==> src/rtl/byte_alu_pkg.sv <==
package byte_alu_pkg;

  typedef enum logic [4:0] {
    OP_ADD  = 5'd0,
    OP_ADC  = 5'd1,
    OP_SUB  = 5'd2,
    OP_SBC  = 5'd3,
    OP_AND  = 5'd4,
    OP_OR   = 5'd5,
    OP_XOR  = 5'd6,
    OP_COM  = 5'd7,
    OP_NEG  = 5'd8,
    OP_INC  = 5'd9,
    OP_DEC  = 5'd10,
    OP_LSR  = 5'd11,
    OP_ROR  = 5'd12,
    OP_ASR  = 5'd13,
    OP_SWAP = 5'd14,
    OP_WADD = 5'd15,
    OP_WSUB = 5'd16
  } alu_op_e;

  localparam int NFLAGS = 6;
  localparam int FLG_C  = 0;
  localparam int FLG_Z  = 1;
  localparam int FLG_N  = 2;
  localparam int FLG_V  = 3;
  localparam int FLG_S  = 4;
  localparam int FLG_H  = 5;

  typedef logic [NFLAGS-1:0] flag_vec_t;

  // enable masks: everything / no carry, no half / no half
  localparam flag_vec_t WE_ALL = 6'b111111;
  localparam flag_vec_t WE_SVNZ = 6'b011110;
  localparam flag_vec_t WE_SVNZC = 6'b011111;

endpackage

==> src/rtl/alu_addsub.sv <==
module alu_addsub #(
  parameter int W   = 8,
  parameter int NIB = 4
) (
  input  logic [W-1:0] a,
  input  logic [W-1:0] b,
  input  logic         cin,
  input  logic         sub,
  output logic [W-1:0] sum,
  output logic         cout,
  output logic         half,
  output logic         ovf
);
  logic [W-1:0]  b_eff;
  logic          c_eff;
  logic [W:0]    full;
  logic [NIB:0]  low;

  // subtract as a + ~b + ~borrow; carry outputs inverted to read as borrow
  assign b_eff = sub ? ~b : b;
  assign c_eff = sub ? ~cin : cin;
  assign full  = {1'b0, a} + {1'b0, b_eff} + {{W{1'b0}}, c_eff};
  assign low   = {1'b0, a[NIB-1:0]} + {1'b0, b_eff[NIB-1:0]} + {{NIB{1'b0}}, c_eff};
  assign sum   = full[W-1:0];
  assign cout  = full[W] ^ sub;
  assign half  = low[NIB] ^ sub;
  assign ovf   = (a[W-1] == b_eff[W-1]) && (sum[W-1] != a[W-1]);
endmodule

==> src/rtl/alu_bitops.sv <==
module alu_bitops
  import byte_alu_pkg::*;
#(
  parameter int W = 8
) (
  input  alu_op_e      op,
  input  logic [W-1:0] a,
  input  logic [W-1:0] b,
  input  logic         cin,
  output logic [W-1:0] res,
  output logic         cout
);
  localparam int HALF = W / 2;

  always_comb begin
    res  = '0;
    cout = 1'b0;
    case (op)
      OP_AND:  res = a & b;
      OP_OR:   res = a | b;
      OP_XOR:  res = a ^ b;
      OP_COM:  begin res = ~a; cout = 1'b1; end
      OP_LSR:  begin res = {1'b0, a[W-1:1]};   cout = a[0]; end
      OP_ROR:  begin res = {cin, a[W-1:1]};    cout = a[0]; end
      OP_ASR:  begin res = {a[W-1], a[W-1:1]}; cout = a[0]; end
      OP_SWAP: res = {a[HALF-1:0], a[W-1:HALF]};
      default: res = '0;
    endcase
  end
endmodule

==> src/rtl/byte_alu.sv <==
module byte_alu
  import byte_alu_pkg::*;
#(
  parameter int W     = 8,
  parameter int IMM_W = 6
) (
  input  logic              clk,
  input  logic              rst,
  input  logic              in_valid,
  input  logic [4:0]        op,
  input  logic [W-1:0]      op_a,
  input  logic [W-1:0]      op_b,
  input  logic [IMM_W-1:0]  imm,
  input  logic              carry_in,
  input  logic              zero_in,
  output logic              busy,
  output logic              out_valid,
  output logic [W-1:0]      result,
  output logic [W-1:0]      result_hi,
  output logic [NFLAGS-1:0] flags,
  output logic [NFLAGS-1:0] flag_we
);
  alu_op_e  opc;
  logic     accept, is_word;
  logic     busy_q, wsub_q, carry_q;
  logic [W-1:0] lo_q, hi_q;

  assign opc     = alu_op_e'(op);
  assign accept  = in_valid && !busy_q;
  assign is_word = (opc == OP_WADD) || (opc == OP_WSUB);
  assign busy    = busy_q;

  // shared adder: byte ops, word low byte, then word high byte with held carry
  logic [W-1:0] ar_a, ar_b, ar_sum;
  logic         ar_c, ar_sub, ar_cout, ar_half, ar_ovf;

  always_comb begin
    ar_a = op_a;  ar_b = op_b;  ar_c = 1'b0;  ar_sub = 1'b0;
    if (busy_q) begin
      ar_a = hi_q;  ar_b = '0;  ar_c = carry_q;  ar_sub = wsub_q;
    end else begin
      case (opc)
        OP_ADC:  ar_c = carry_in;
        OP_SUB:  ar_sub = 1'b1;
        OP_SBC:  begin ar_sub = 1'b1; ar_c = carry_in; end
        OP_NEG:  begin ar_a = '0; ar_b = op_a; ar_sub = 1'b1; end
        OP_INC:  ar_b = W'(1);
        OP_DEC:  begin ar_b = W'(1); ar_sub = 1'b1; end
        OP_WADD: ar_b = W'(imm);
        OP_WSUB: begin ar_b = W'(imm); ar_sub = 1'b1; end
        default: ;
      endcase
    end
  end

  alu_addsub #(.W(W)) u_addsub (
    .a(ar_a), .b(ar_b), .cin(ar_c), .sub(ar_sub),
    .sum(ar_sum), .cout(ar_cout), .half(ar_half), .ovf(ar_ovf)
  );

  logic [W-1:0] bt_res;
  logic         bt_cout;

  alu_bitops #(.W(W)) u_bitops (
    .op(opc), .a(op_a), .b(op_b), .cin(carry_in), .res(bt_res), .cout(bt_cout)
  );

  // byte result and flag selection
  logic [W-1:0] r_n;
  flag_vec_t    f_n, we_n;
  logic         c_b, v_b, h_b, n_b, z_b;

  always_comb begin
    r_n = bt_res;  c_b = bt_cout;  v_b = 1'b0;  h_b = 1'b0;  we_n = '0;
    case (opc)
      OP_ADD, OP_ADC, OP_SUB, OP_SBC, OP_NEG: begin
        r_n = ar_sum; c_b = ar_cout; h_b = ar_half; v_b = ar_ovf; we_n = WE_ALL;
      end
      OP_INC, OP_DEC: begin r_n = ar_sum; v_b = ar_ovf; we_n = WE_SVNZ; end
      OP_AND, OP_OR, OP_XOR: we_n = WE_SVNZ;
      OP_COM: we_n = WE_SVNZC;
      OP_LSR, OP_ROR, OP_ASR: begin v_b = bt_res[W-1] ^ bt_cout; we_n = WE_SVNZC; end
      default: we_n = '0;
    endcase
    n_b = r_n[W-1];
    z_b = (r_n == '0) && ((opc != OP_SBC) || zero_in);
    f_n = '0;
    f_n[FLG_C] = c_b;
    f_n[FLG_Z] = z_b;
    f_n[FLG_N] = n_b;
    f_n[FLG_V] = v_b;
    f_n[FLG_S] = n_b ^ v_b;
    f_n[FLG_H] = h_b;
  end

  // word completion flags from the high-byte pass
  flag_vec_t wf;
  logic      w_n, w_v, w_c;

  always_comb begin
    w_n = ar_sum[W-1];
    w_v = wsub_q ? (hi_q[W-1] & ~w_n) : (~hi_q[W-1] & w_n);
    w_c = wsub_q ? (w_n & ~hi_q[W-1]) : (hi_q[W-1] & ~w_n);
    wf = '0;
    wf[FLG_C] = w_c;
    wf[FLG_Z] = (ar_sum == '0) && (lo_q == '0);
    wf[FLG_N] = w_n;
    wf[FLG_V] = w_v;
    wf[FLG_S] = w_n ^ w_v;
  end

  always_ff @(posedge clk) begin
    if (rst) begin
      busy_q    <= 1'b0;
      wsub_q    <= 1'b0;
      carry_q   <= 1'b0;
      lo_q      <= '0;
      hi_q      <= '0;
      out_valid <= 1'b0;
      result    <= '0;
      result_hi <= '0;
      flags     <= '0;
      flag_we   <= '0;
    end else if (busy_q) begin
      busy_q    <= 1'b0;
      out_valid <= 1'b1;
      result    <= lo_q;
      result_hi <= ar_sum;
      flags     <= wf;
      flag_we   <= WE_SVNZC;
    end else if (accept && is_word) begin
      busy_q    <= 1'b1;
      wsub_q    <= (opc == OP_WSUB);
      carry_q   <= ar_cout;
      lo_q      <= ar_sum;
      hi_q      <= op_b;
      out_valid <= 1'b0;
      flag_we   <= '0;
    end else if (accept) begin
      out_valid <= 1'b1;
      result    <= r_n;
      result_hi <= '0;
      flags     <= f_n;
      flag_we   <= we_n;
    end else begin
      out_valid <= 1'b0;
      flag_we   <= '0;
    end
  end

  AST_BYTE_LATENCY: assert property (@(posedge clk) disable iff (rst)
    accept && !is_word |=> out_valid);
  AST_WORD_START: assert property (@(posedge clk) disable iff (rst)
    accept && is_word |=> busy && !out_valid);
  AST_WORD_FINISH: assert property (@(posedge clk) disable iff (rst)
    busy |=> out_valid && !busy);
  AST_SWAP_QUIET: assert property (@(posedge clk) disable iff (rst)
    accept && opc == OP_SWAP |=> flag_we == '0);
  AST_CARRY_KEPT: assert property (@(posedge clk) disable iff (rst)
    accept && (opc inside {OP_AND, OP_OR, OP_XOR, OP_INC, OP_DEC}) |=> !flag_we[FLG_C]);
  AST_COM_CARRY: assert property (@(posedge clk) disable iff (rst)
    accept && opc == OP_COM |=> flags[FLG_C] && flag_we[FLG_C]);
  AST_IDLE_NO_WE: assert property (@(posedge clk) disable iff (rst)
    !out_valid |-> flag_we == '0);
endmodule

==> config.mk <==
export PLATFORM = sky130hd
export DESIGN_NAME = byte_alu
export DESIGN_NICKNAME = d
export VERILOG_FILES = /design/src/rtl/byte_alu_pkg.sv /design/src/rtl/alu_addsub.sv /design/src/rtl/alu_bitops.sv /design/src/rtl/byte_alu.sv
export SDC_FILE = /design/constraint.sdc
export NUM_CORES = 1
export LEC_CHECK = 0
export BUFFER_PORTS_ARGS = -buffer_cell sky130_fd_sc_hd__buf_4
export CELL_PAD_IN_SITES_DETAIL_PLACEMENT = 0
export CELL_PAD_IN_SITES_GLOBAL_PLACEMENT = 1
export CORE_MARGIN = 3
export CORE_UTILIZATION = 42
export CTS_CLUSTER_DIAMETER = 60
export CTS_CLUSTER_SIZE = 28
export DETAILED_ROUTE_END_ITERATION = 10
export GPL_TIMING_DRIVEN = 0
export PLACE_DENSITY_LB_ADDON = 0.05
export REMOVE_ABC_BUFFERS = 1
export SETUP_SLACK_MARGIN = 0.1
export SYNTH_ARGS = -nofsm -noshare
export SYNTH_HDL_FRONTEND = slang
export SYNTH_HIERARCHICAL = 1
export SYNTH_SLANG_ARGS = --single-unit
==> constraint.sdc <==
create_clock -name clk -period 4.4 [get_ports clk]
set_clock_uncertainty 0.15 [all_clocks]
set_input_delay 0.22 -clock clk [delete_from_list [all_inputs] [get_ports clk]]
set_output_delay 0.22 -clock clk [all_outputs]
set_load 0.01 [all_outputs]
# --- Word level (Yosys, flattened, before mapping) ---
# Cells that the tools add are included.
op_classes:
  n_addsub: 4
  n_mul: 0
  div_mod_pow: 0
  order_cmp: 0
  eq_ne: 20
  n_shift: 0
  mux: 35
  bitwise: 18
  reduce_logical: 27
op_table:
  columns: ["operator", "n"]
  rows:
  - ["two-way mux 8 bit", 11]
  - ["one-hot mux 8 bit (8 select lines)", 1]
  - ["== test 5 x 4 -> 1 bit, second input constant", 8]
  - ["two-way mux 5 bit", 6]
  - ["logical NOT 8 bit", 3]
  - ["one-hot mux 8 bit (3 select lines)", 1]
  - ["== test 5 x 3 -> 1 bit, second input constant", 4]
  - ["one-hot mux 6 bit (3 select lines)", 1]
  - ["inverter 8 bit", 2]
  - ["OR reduction 5 bit", 3]
  - ["two-way mux 1 bit", 13]
  - ["== test 5 x 2 -> 1 bit, second input constant", 2]
  - ["adder 8 x 8 -> 9 bit", 1]
  - ["adder 9 x 1 -> 9 bit", 1]
  - ["AND 8 bit", 1]
  - ["OR 8 bit", 1]
  - ["OR reduction 2 bit", 4]
  - ["OR reduction 4 bit", 2]
  - ["bitwise XOR 8 bit", 1]
  - ["OR reduction 7 bit", 1]
  - ["inverter 1 bit", 6]
  - ["AND reduction 2 bit", 3]
  - ["adder 4 x 4 -> 5 bit", 1]
  - ["adder 5 x 1 -> 5 bit", 1]
  - ["other kinds (15)", 26]
totals:
  ff_bits: 48
  latchBits: 0
  ram_bits: 0
  rom_bits: 0
  inputBits: 32
  out_inout_bits: 30
  wordCells: 116
  mem_count: 0

# --- Logic depth before layout (Yosys ltp) ---
# Gate-level depths: netlist (run 1).
logic_depth:
  word_depth: 15
  depth_mapped: 19
  ltp_nobuf: 17

# --- By module ---
# Netlist (run 1), hierarchy kept.
by_module_without_submodules:
  columns: ["mod", "n_inst", "cells_each", "area_per_inst_um2", "seq_area_each_um2"]
  rows:
  - ["byte_alu", 1, 328, 2428.6, 900.9]
  - ["alu_bitops", 1, 105, 855.8, 0.0]
  - ["alu_addsub", 1, 50, 424.2, 0.0]

# --- Least setup slack after synthesis (run 1) ---
# Ideal clock, no wire load.
synth_path:
  path_type: "register -> register"
  startpoint: "register busy_q, in the netlist busy"
  endpoint: "register flags[1]"
  setup_time_ns: 0.078
  t_arrival_ns: 3.876
  required_ns: 4.172
  slack_ns: 0.296
  stages_incl_launch_ff: 18
  n_path_buf: 3
  synth_period_minus_slack_ns: 4.104
  cell_sequence: "dfxtp_1 -> clkbuf_1 -> clkbuf_1 -> nand2_1 -> o31ai_1 -> buf_2 -> xor2_1 -> fa_1 -> fa_1 -> a211oi_1 -> o21bai_1 -> a21oi_1 -> xnor2_1 -> nor4_1 -> nand3_1 -> a211oi_1 -> nor3_1 -> nor3_1"
synth_via:
  word_cells_on_any_way: 24
  classes_between: "2 x add/sub; 1 x eq/ne; 10 x mux; 2 x bitwise; 9 x reduce/logical"
synth_lines:
  columns: ["item", "line_no", "source"]
  rows:
  - ["start, declared", "byte_alu.sv:25", "logic busy_q, wsub_q, carry_q;"]
  - ["start signal, assigned", "byte_alu.sv:114", "busy_q <= 1'b0;"]
  - ["start signal, assigned", "byte_alu.sv:125", "busy_q <= 1'b0;"]
  - ["start signal, assigned", "byte_alu.sv:132", "busy_q <= 1'b1;"]
  - ["two-way mux 1 bit *", "byte_alu.sv:39", "if (busy_q) begin"]
  - ["via ar_sub", "byte_alu.sv:35", "logic ar_c, ar_sub, ar_cout, ar_half, ar_ovf;"]
  - ["two-way mux 8 bit", "alu_addsub.sv:20", "assign b_eff = sub ? ~b : b;"]
  - ["adder 8 x 8 -> 9 bit", "alu_addsub.sv:22", "assign full = {1'b0, a} + {1'b0, b_eff} + {{W{1'b0}}, c_eff};"]
  - ["adder 9 x 1 -> 9 bit *", "alu_addsub.sv:22", null]
  - ["via ar_sum[6]", "byte_alu.sv:34", "logic [W-1:0] ar_a, ar_b, ar_sum;"]
  - ["two-way mux 8 bit", "byte_alu.sv:75", "case (opc)"]
  - ["logical NOT 8 bit", "byte_alu.sv:86", "z_b = (r_n == '0) && ((opc != OP_SBC) || zero_in);"]
  - ["logical AND 1 bit", "byte_alu.sv:86", null]
  - ["two-way mux 5 bit", "byte_alu.sv:139", "end else if (accept) begin"]
  - ["two-way mux 5 bit", "byte_alu.sv:131", "end else if (accept && is_word) begin"]
  - ["two-way mux 5 bit *", "byte_alu.sv:124", "end else if (busy_q) begin"]
  - ["end signal, assigned", "byte_alu.sv:129", "flags <= wf;"]
  - ["end signal, assigned", "byte_alu.sv:143", "flags <= f_n;"]
  - ["end, declared", "byte_alu.sv:20", "output logic [NFLAGS-1:0] flags,"]
# The timed path passes the listed nets; every way through them passes the cells marked *. The select of a mux whose other input is x is not followed.
# A chain may end at the register's enable or synchronous reset.

# --- Final worst setup path (run 1) ---
layout_path:
  startpoint: "input op[0]"
  endpoint: "register flags[1]"
layout_via:
  elab_chain_cells: 14
  word_cells_on_any_way: 51
  classes_between: "2 x add/sub; 18 x eq/ne; 15 x mux; 2 x bitwise; 14 x reduce/logical"
layout_rtl:
  columns: ["item", "line_no", "source"]
  rows:
  - ["start, declared", "byte_alu.sv:10", "input logic [4:0] op,"]
  - ["== test 5 x 4 -> 1 bit or == test 5 bit (tied branches)", "byte_alu.sv:42", "case (opc)"]
  - ["OR reduction 2 bit (no source line)", null, null]
  - ["one-hot mux 8 bit (3 select lines) *", "byte_alu.sv:42", null]
  - ["two-way mux 8 bit *", "byte_alu.sv:39", null]
  - ["via ar_b[0]", "byte_alu.sv:34", null]
  - ["inverter 8 bit", "alu_addsub.sv:20", null]
  - ["two-way mux 8 bit *", "alu_addsub.sv:20", null]
  - ["adder 8 x 8 -> 9 bit *", "alu_addsub.sv:22", null]
  - ["adder 9 x 1 -> 9 bit *", "alu_addsub.sv:22", null]
  - ["via ar_sum[6]", "byte_alu.sv:34", null]
  - ["two-way mux 8 bit", "byte_alu.sv:75", null]
  - ["logical NOT 8 bit", "byte_alu.sv:86", null]
  - ["logical AND 1 bit", "byte_alu.sv:86", null]
  - ["two-way mux 5 bit", "byte_alu.sv:139", null]
  - ["two-way mux 5 bit", "byte_alu.sv:131", null]
  - ["two-way mux 5 bit *", "byte_alu.sv:124", null]
# Marks and branches as above.

==> results of run 1 <==
## cells in the mapped netlist (7+ instances only)
cell type / number / area, um2
a21oi_1: 48 / 240
buf_2: 10 / 50.1
buf_4: 9 / 67.6
clkbuf_1: 13 / 48.8
dfxtp_1: 45 / 901
ha_1: 23 / 288
inv_1: 31 / 116
mux2i_1: 10 / 100
nand2_1: 81 / 304
nand3_1: 19 / 95.1
nor2_1: 27 / 101
nor3_1: 7 / 35.0
o21ai_0: 21 / 105
o22ai_1: 9 / 56.3
o2bb2ai_1: 7 / 61.3
xnor2_1: 8 / 70.1
xor2_1: 11 / 96.3
## metrics by stage
| stage | utilization, % | total power [mW] | instance area [um2] | setup WS (ns) |
|---|---|---|---|---|
| floorplan | - | 0.688 | 3480 | -0.586 |
| global placement | 48.6 | 0.827 | 4070 | -1.84 |
| detailed placement | 49.3 | 0.836 | 4130 | -0.512 |
| CTS | 50.8 | 1.15 | 4260 | 0.140 |
| global route | 51.4 | 1.23 | 4310 | 0.111 |
| finish | 51.4 | 1.15 | 4310 | 0.433 |
## placed cells by master (no fill, tap or decap), types with 11 or more instances in the layout
| cell | count |
|---|---|
| buf_4 | 65 |
| o21ai_0 | 21 |
| xor2_1 | 11 |
| a21oi_1 | 46 |
| nand3_1 | 18 |
| dfxtp_1 | 44 |
| nand2_1 | 81 |
| ha_1 | 23 |
| nor2_1 | 27 |
| inv_1 | 30 |
## worst paths after layout
kind / start / cells past startpoint / slack, ns / end
worst max register to register: busy / 14 / 0.45 / flags[1]
worst max-delay path: op[0] / 17 / 0.43 / flags[1]
worst min register to register: hi_q[6] / 2 / 0.31 / hi_q[6]
worst min-delay path: op_b[0] / 3 / 0.04 / hi_q[0]
## logic make-up after synthesis
logic type / after synthesis / share of synthesized area (%)
AO/OA/AOI/OAI: 128 / 22.4
multiplexers: 18 / 6.65
buffers and inverters: 69 / 9.18
adder cells (fa/ha/maj): 25 / 8.84
XOR/XNOR: 19 / 4.49
flip-flops: 45 / 24.3
AND/OR/NAND/NOR: 179 / 24.1
## per-layer routing
metal	wire [um]	vias up	GRT usage, %
met2	4950	67	34.9
met5	0	-	0
met1	5170	1692	30.9
met4	46	0	3.36
met3	393	4	2.99
li1	-	1772	-
## flip-flops by register name, indices dropped and copies added (netlist names)
| name | flops |
|---|---|
| busy | 1 |
| carry_q | 1 |
| flag_we | 3 |
| flags | 6 |
| hi_q | 8 |
| lo_q | 8 |
| out_valid | 1 |
| result | 8 |
| result_hi | 8 |
| wsub_q | 1 |
## worst max-delay path, delay by kind of cell
kind	cells	cell delay, ns
simple gates	5	1.14
buf+inv	1	0.22
xor+xnor	2	0.29
fa+ha+maj	2	0.93
compound gates	7	1.23
## area by class of cell
cell class | instances | share of cell area (%)
Multi-Input combinational cell | 369 | 58.4
Sequential cell | 45 | 20.9
Timing Repair Buffer | 68 | 12.4
Tap cell | 105 | 3.05
Inverter | 31 | 2.79
Clock buffer | 5 | 1.60
Clock inverter | 2 | 0.813
## report_power, final
part	total, mW	leakage [nW]	switching (mW)	internal (mW)
sequential	0.430	0.365	0.00805	0.421
combinational	0.415	1.37	0.241	0.175
clock	0.309	0.0540	0.144	0.165
## what timing repair did
action | CTS | global route
buffers inserted | 2 | 2
gates resized for setup | 2 | 8
endpoints found under the hold margin | 0 | 0
setup endpoints to repair | 2 | 2
pin swaps | 1 | 1
==> metrics, run 1 <==
share of layout cells above drive strength 1=21.5%; Final #Nets=577; slowest CP cell=fa_1; Max Cap Viol=0; HP Class=input port to flop; max frequency=roughly 0.25 GHz; Skew-Pair Late Insertion Delay=0.29 ns; number of H-tree levels=2; antenna violations before repair=0; Max Slew Vio Count=0; clk sinks=45; DRC errors left=0; Clock Path Buffers=2; Async S/R FF share, synth=0%; register area=902 um2; Tcrit/Tclk final=90.2%; Worst-path clk slew=roughly 0.09 ns; min cycle time layout=3.97 ns; largest net degree at the start of global routing=55; fraction of the yosys area taken by sequential cells=between 20% and 30%; drt pass-1 iters=4; RD Place Congestion=approximately 0.87; cells after synthesis=483; Syn Area/Cell=7.68 um2; DIE WIDTH=100 um; Starting Density=44.2%; ys flop type=dfxtp_1; Worst EP required=4.47 ns; FF+latch count, synth=45; Fin Setup TNS=0 ns; RSZ-0062 raised after global routing=false; first-pass GRT wire length=17400 um; Non-Filler Instances=625; worst-path cell chain=buf_4 -> or3b_4 -> o22ai_4 -> a22oi_1 -> o2bb2ai_1 -> xor2_1 -> fa_1 -> fa_1 -> a211oi_2 -> o21bai_1 -> a21oi_1 -> xnor2_1 -> nor4_2 -> nand3_1 -> a211oi_2 -> nor3_1 -> nor3_1; core outline area=approximately 8400 um2; number of buffers created by CTS=5; status=finished, final reports clean; final hold slack=0.0421 ns; WS Path Type=input port to flop; area of the die=9990 um2; CP Max Fanout=30; # setup viols final=0; CTS root buf=clkbuf_8; warnings from Yosys=6; Yosys cell types=between 60 and 70; Filler Cell Count=854; n_diodes=0; Rows=33; Routed WL=10600 um; Crit path arrival time=approximately 4.0 ns; final hold violations=0; Die Y=100 um; Vias=roughly 3500; Crit path largest cell delay=0.47 ns; synth-to-layout area growth=16.2%; crit path launch type=input port; Max IR drop VDD=between 100 and 150 uV; number of flops mapped to enable cells by yosys=0; wire per inst=16.9 um; Slew HR=roughly 25%; DP HPWL=7780 um; total congestion overflow=0; number of antenna-violating nets in the routed design=0; leakage=1.79 nW; Buffers on Ports=61; vias in the first global route=3401; worst-margin pin slew=1.12 ns; initial DRC count=211; hold_buf cts=0; num ports=62; Mapped Area=3710 um2; Inst Count DP=614; Pwr per Cell Area=around 270 nW/um2; vias per cell=5.66; GRT Util Overall=21.5%; Multi-input gate area=2520 um2; CTS tree=built; Worst Setup End Kind=flop
(Power assumes the default switching activity.)
==> run 2: changes to the inputs <==
CORE_MARGIN = 2   (was 3)
==> run 2 against run 1 <==
Compared with the run above: register-to-register slack improved by 0.04 ns; combinational power grew 3%; highest routed layer unchanged; fmax rose by 0.38%; largest cell class unchanged; critical endpoint unchanged; largest power group unchanged; critical path type unchanged.
==> metrics, run 2 (same netlist as run 1, synthesis figures left out) <==
Logic pwr share=36.6% (+0.6 points); worst-path cell chain=buf_6 -> nor2b_4 -> a21oi_1 -> nor2_1 -> a21oi_1 -> o31ai_4 -> buf_6 -> xor2_1 -> fa_1 -> fa_2 -> a21o_1 -> a21oi_2 -> xnor2_2 -> nor4_2 -> nand3_1 -> a211oi_2 -> nor3_1 -> nor3_1; WHS Endpoint=hi_q[6]; Tcrit/Tclk final=89.8% (-0.35 points); core outline area=8640 um2 (+3.0%); Vias=3613 (+2.2%); RR Startpoint=busy; Design Power=1.16 mW (+0.86%); met1 Use GR=32.1% (+1.2 points); Worst Setup End Kind=flop; wire per inst=17.0 um (+0.77%); commonest cells after routing, fill and taps aside=81 x nand2_1, 65 x buf_4, 46 x a21oi_1; WS Path Type=input port to flop; DP HPWL=7760 um (-0.24%); Worst EP required=4.47 ns (about the same); switching power total=0.396 mW (+0.89%); RD Place Congestion=0.923 (+6.7%); GRT Util Overall=22.3% (+0.85 points); n_diodes=0 (unchanged); synth-to-layout area growth=18.4%; hold path start=op_b[6]; Slew HR=26.7% (+1.7 points); vias per cell=5.73 (+1.2%); reg2reg path depth=15 (+1); Clock Path Buffers=2 (unchanged); busiest grt layer=met2; number of antenna-violating nets in the routed design=0 (unchanged); share of layout cells above drive strength 1=22.4% (+0.83 points); status=finished, final reports clean; area of the die=9600 um2 (-4.0%); DRC errors left=0 (unchanged); RR Endpoint=flags[1]; crit path launch type=input port; internal power=0.768 mW (+0.84%); Setup WS post-layout=0.448 ns (+0.0152 ns); Routed WL=10700 um (+1.7%); clock power share=26.5% (-0.3 points); CTS root buf=clkbuf_8; final hold violations=0 (unchanged); largest net degree at the start of global routing=45 (-18%); Starting Density=42.9% (-1.3 points); Crit path arrival time=4.02 ns (-0.02 ns); number of buffers created by CTS=5 (unchanged); Rows=34 (+3.0%); Sequential Power Share=36.9% (-0.3 points); dpl ws=-0.619 ns (-0.107 ns); leakage=1.83 nW (+2.2%); M3 GR Usage=3.58% (+0.59 points); Buffers on Ports=61 (unchanged); commonest non-fill, non-tap cell in the layout=nand2_1; max frequency=0.253 GHz (+0.38%); first-pass GRT wire length=17600 um (+0.71%); Crit path largest cell delay=0.49 ns (+0.02 ns); Max Slew Vio Count=0 (unchanged); CTS tree=built; drt pass-1 iters=5 (+1); total congestion overflow=0 (unchanged); Max IR drop VDD=187 uV (+43%); Inst Count DP=617 (+0.49%); number of H-tree levels=2 (unchanged); Pwr per Cell Area=265 nW/um2 (-1.0%); flop-to-flop setup slack=0.49 ns (+0.04 ns); slowest CP cell=fa_1; antenna violations before repair=0 (unchanged); vias in the first global route=3361 (-1.2%); Non-Filler Instances=631 (+0.96%); num ports=62 (unchanged); hold path depth=3 (unchanged); Max Cap Viol=0 (unchanged); clk sinks=45 (unchanged); switching portion of total power=34.0% (about the same); initial DRC count=201 (-4.7%); min cycle time layout=3.95 ns (-0.0152 ns); Worst-path clk slew=0.09 ns (about the same); DIE WIDTH=98.0 um (-2.0%); RSZ-0062 raised after global routing=false; CP Max Fanout=25 (-17%); Skew-Pair Late Insertion Delay=0.29 ns (about the same); final hold slack=0.0470 ns (+0.00488 ns); HP Class=input port to flop; # setup viols final=0 (unchanged); met2 Track Usage GR=34.6% (-0.33 points); Die Y=98.0 um (-2.0%); worst-margin pin slew=1.10 ns (-0.0250 ns); Final #Nets=580 (+0.52%)
[run 2: per-layer routing]
metal,vias to the layer above,wire (um)
li1,1782,-
met4,0,261
met5,-,0
met3,19,499
met1,1711,5100
met2,101,4880
[run 2: worst max-delay path by stage]
stage / startpoint / end / slack, ns / cells past startpoint
after CTS: busy / flags[1] / 0.12 / 15
after global placement: busy / flags[1] / -1.92 / 16
final: op[3] / flags[1] / 0.45 / 18
after floorplan: busy / flags[1] / -0.59 / 13
after detailed placement: busy / flags[1] / -0.62 / 16
after global routing: op[1] / flags[1] / 0.08 / 19
[run 2: final cells by class]
cell class | count | area, um2
Clock inverter | 2 | 35.0
Fill cell | 879 | 4240
Inverter | 31 | 120
Tap cell | 108 | 135
Timing Repair Buffer | 71 | 578
Multi-Input combinational cell | 369 | 2550
Sequential cell | 45 | 905
Clock buffer | 5 | 68.8
[run 2: critical path: cells and delay by family]
| family | cells | cell delay, ns |
|---|---|---|
| compound gates | 6 | 1.21 |
| xor+xnor | 2 | 0.24 |
| simple gates | 6 | 1.05 |
| buf+inv | 2 | 0.39 |
| fa+ha+maj | 2 | 0.90 |
[run 2: what timing repair did]
action | 4_1_cts | 5_1_grt
pin swaps | 1 | 4
resized for setup | 7 | 12
setup endpoints to repair | 8 | 1
setup buffers | 2 | 5
hold buffers | 0 | 0
[run 2: power by group through the flow]
stage               Clock [mW]  Sequential [mW]  Combinational, mW
global placement             0            0.441              0.386
global route             0.343            0.431              0.469
finish                   0.309            0.429              0.426
detailed placement           0            0.440              0.396
floorplan                    0            0.445              0.243
CTS                      0.321            0.430              0.406
[run 2: per-stage QoR]
stage	cell area, um2	util (%)	TNS [ns]
floorplan	3480	-	-1.48
global placement	4080	47.2	-27.90
detailed placement	4140	47.9	-1.01
CTS	4300	49.8	0
global route	4390	50.9	0
finish	4390	50.9	0
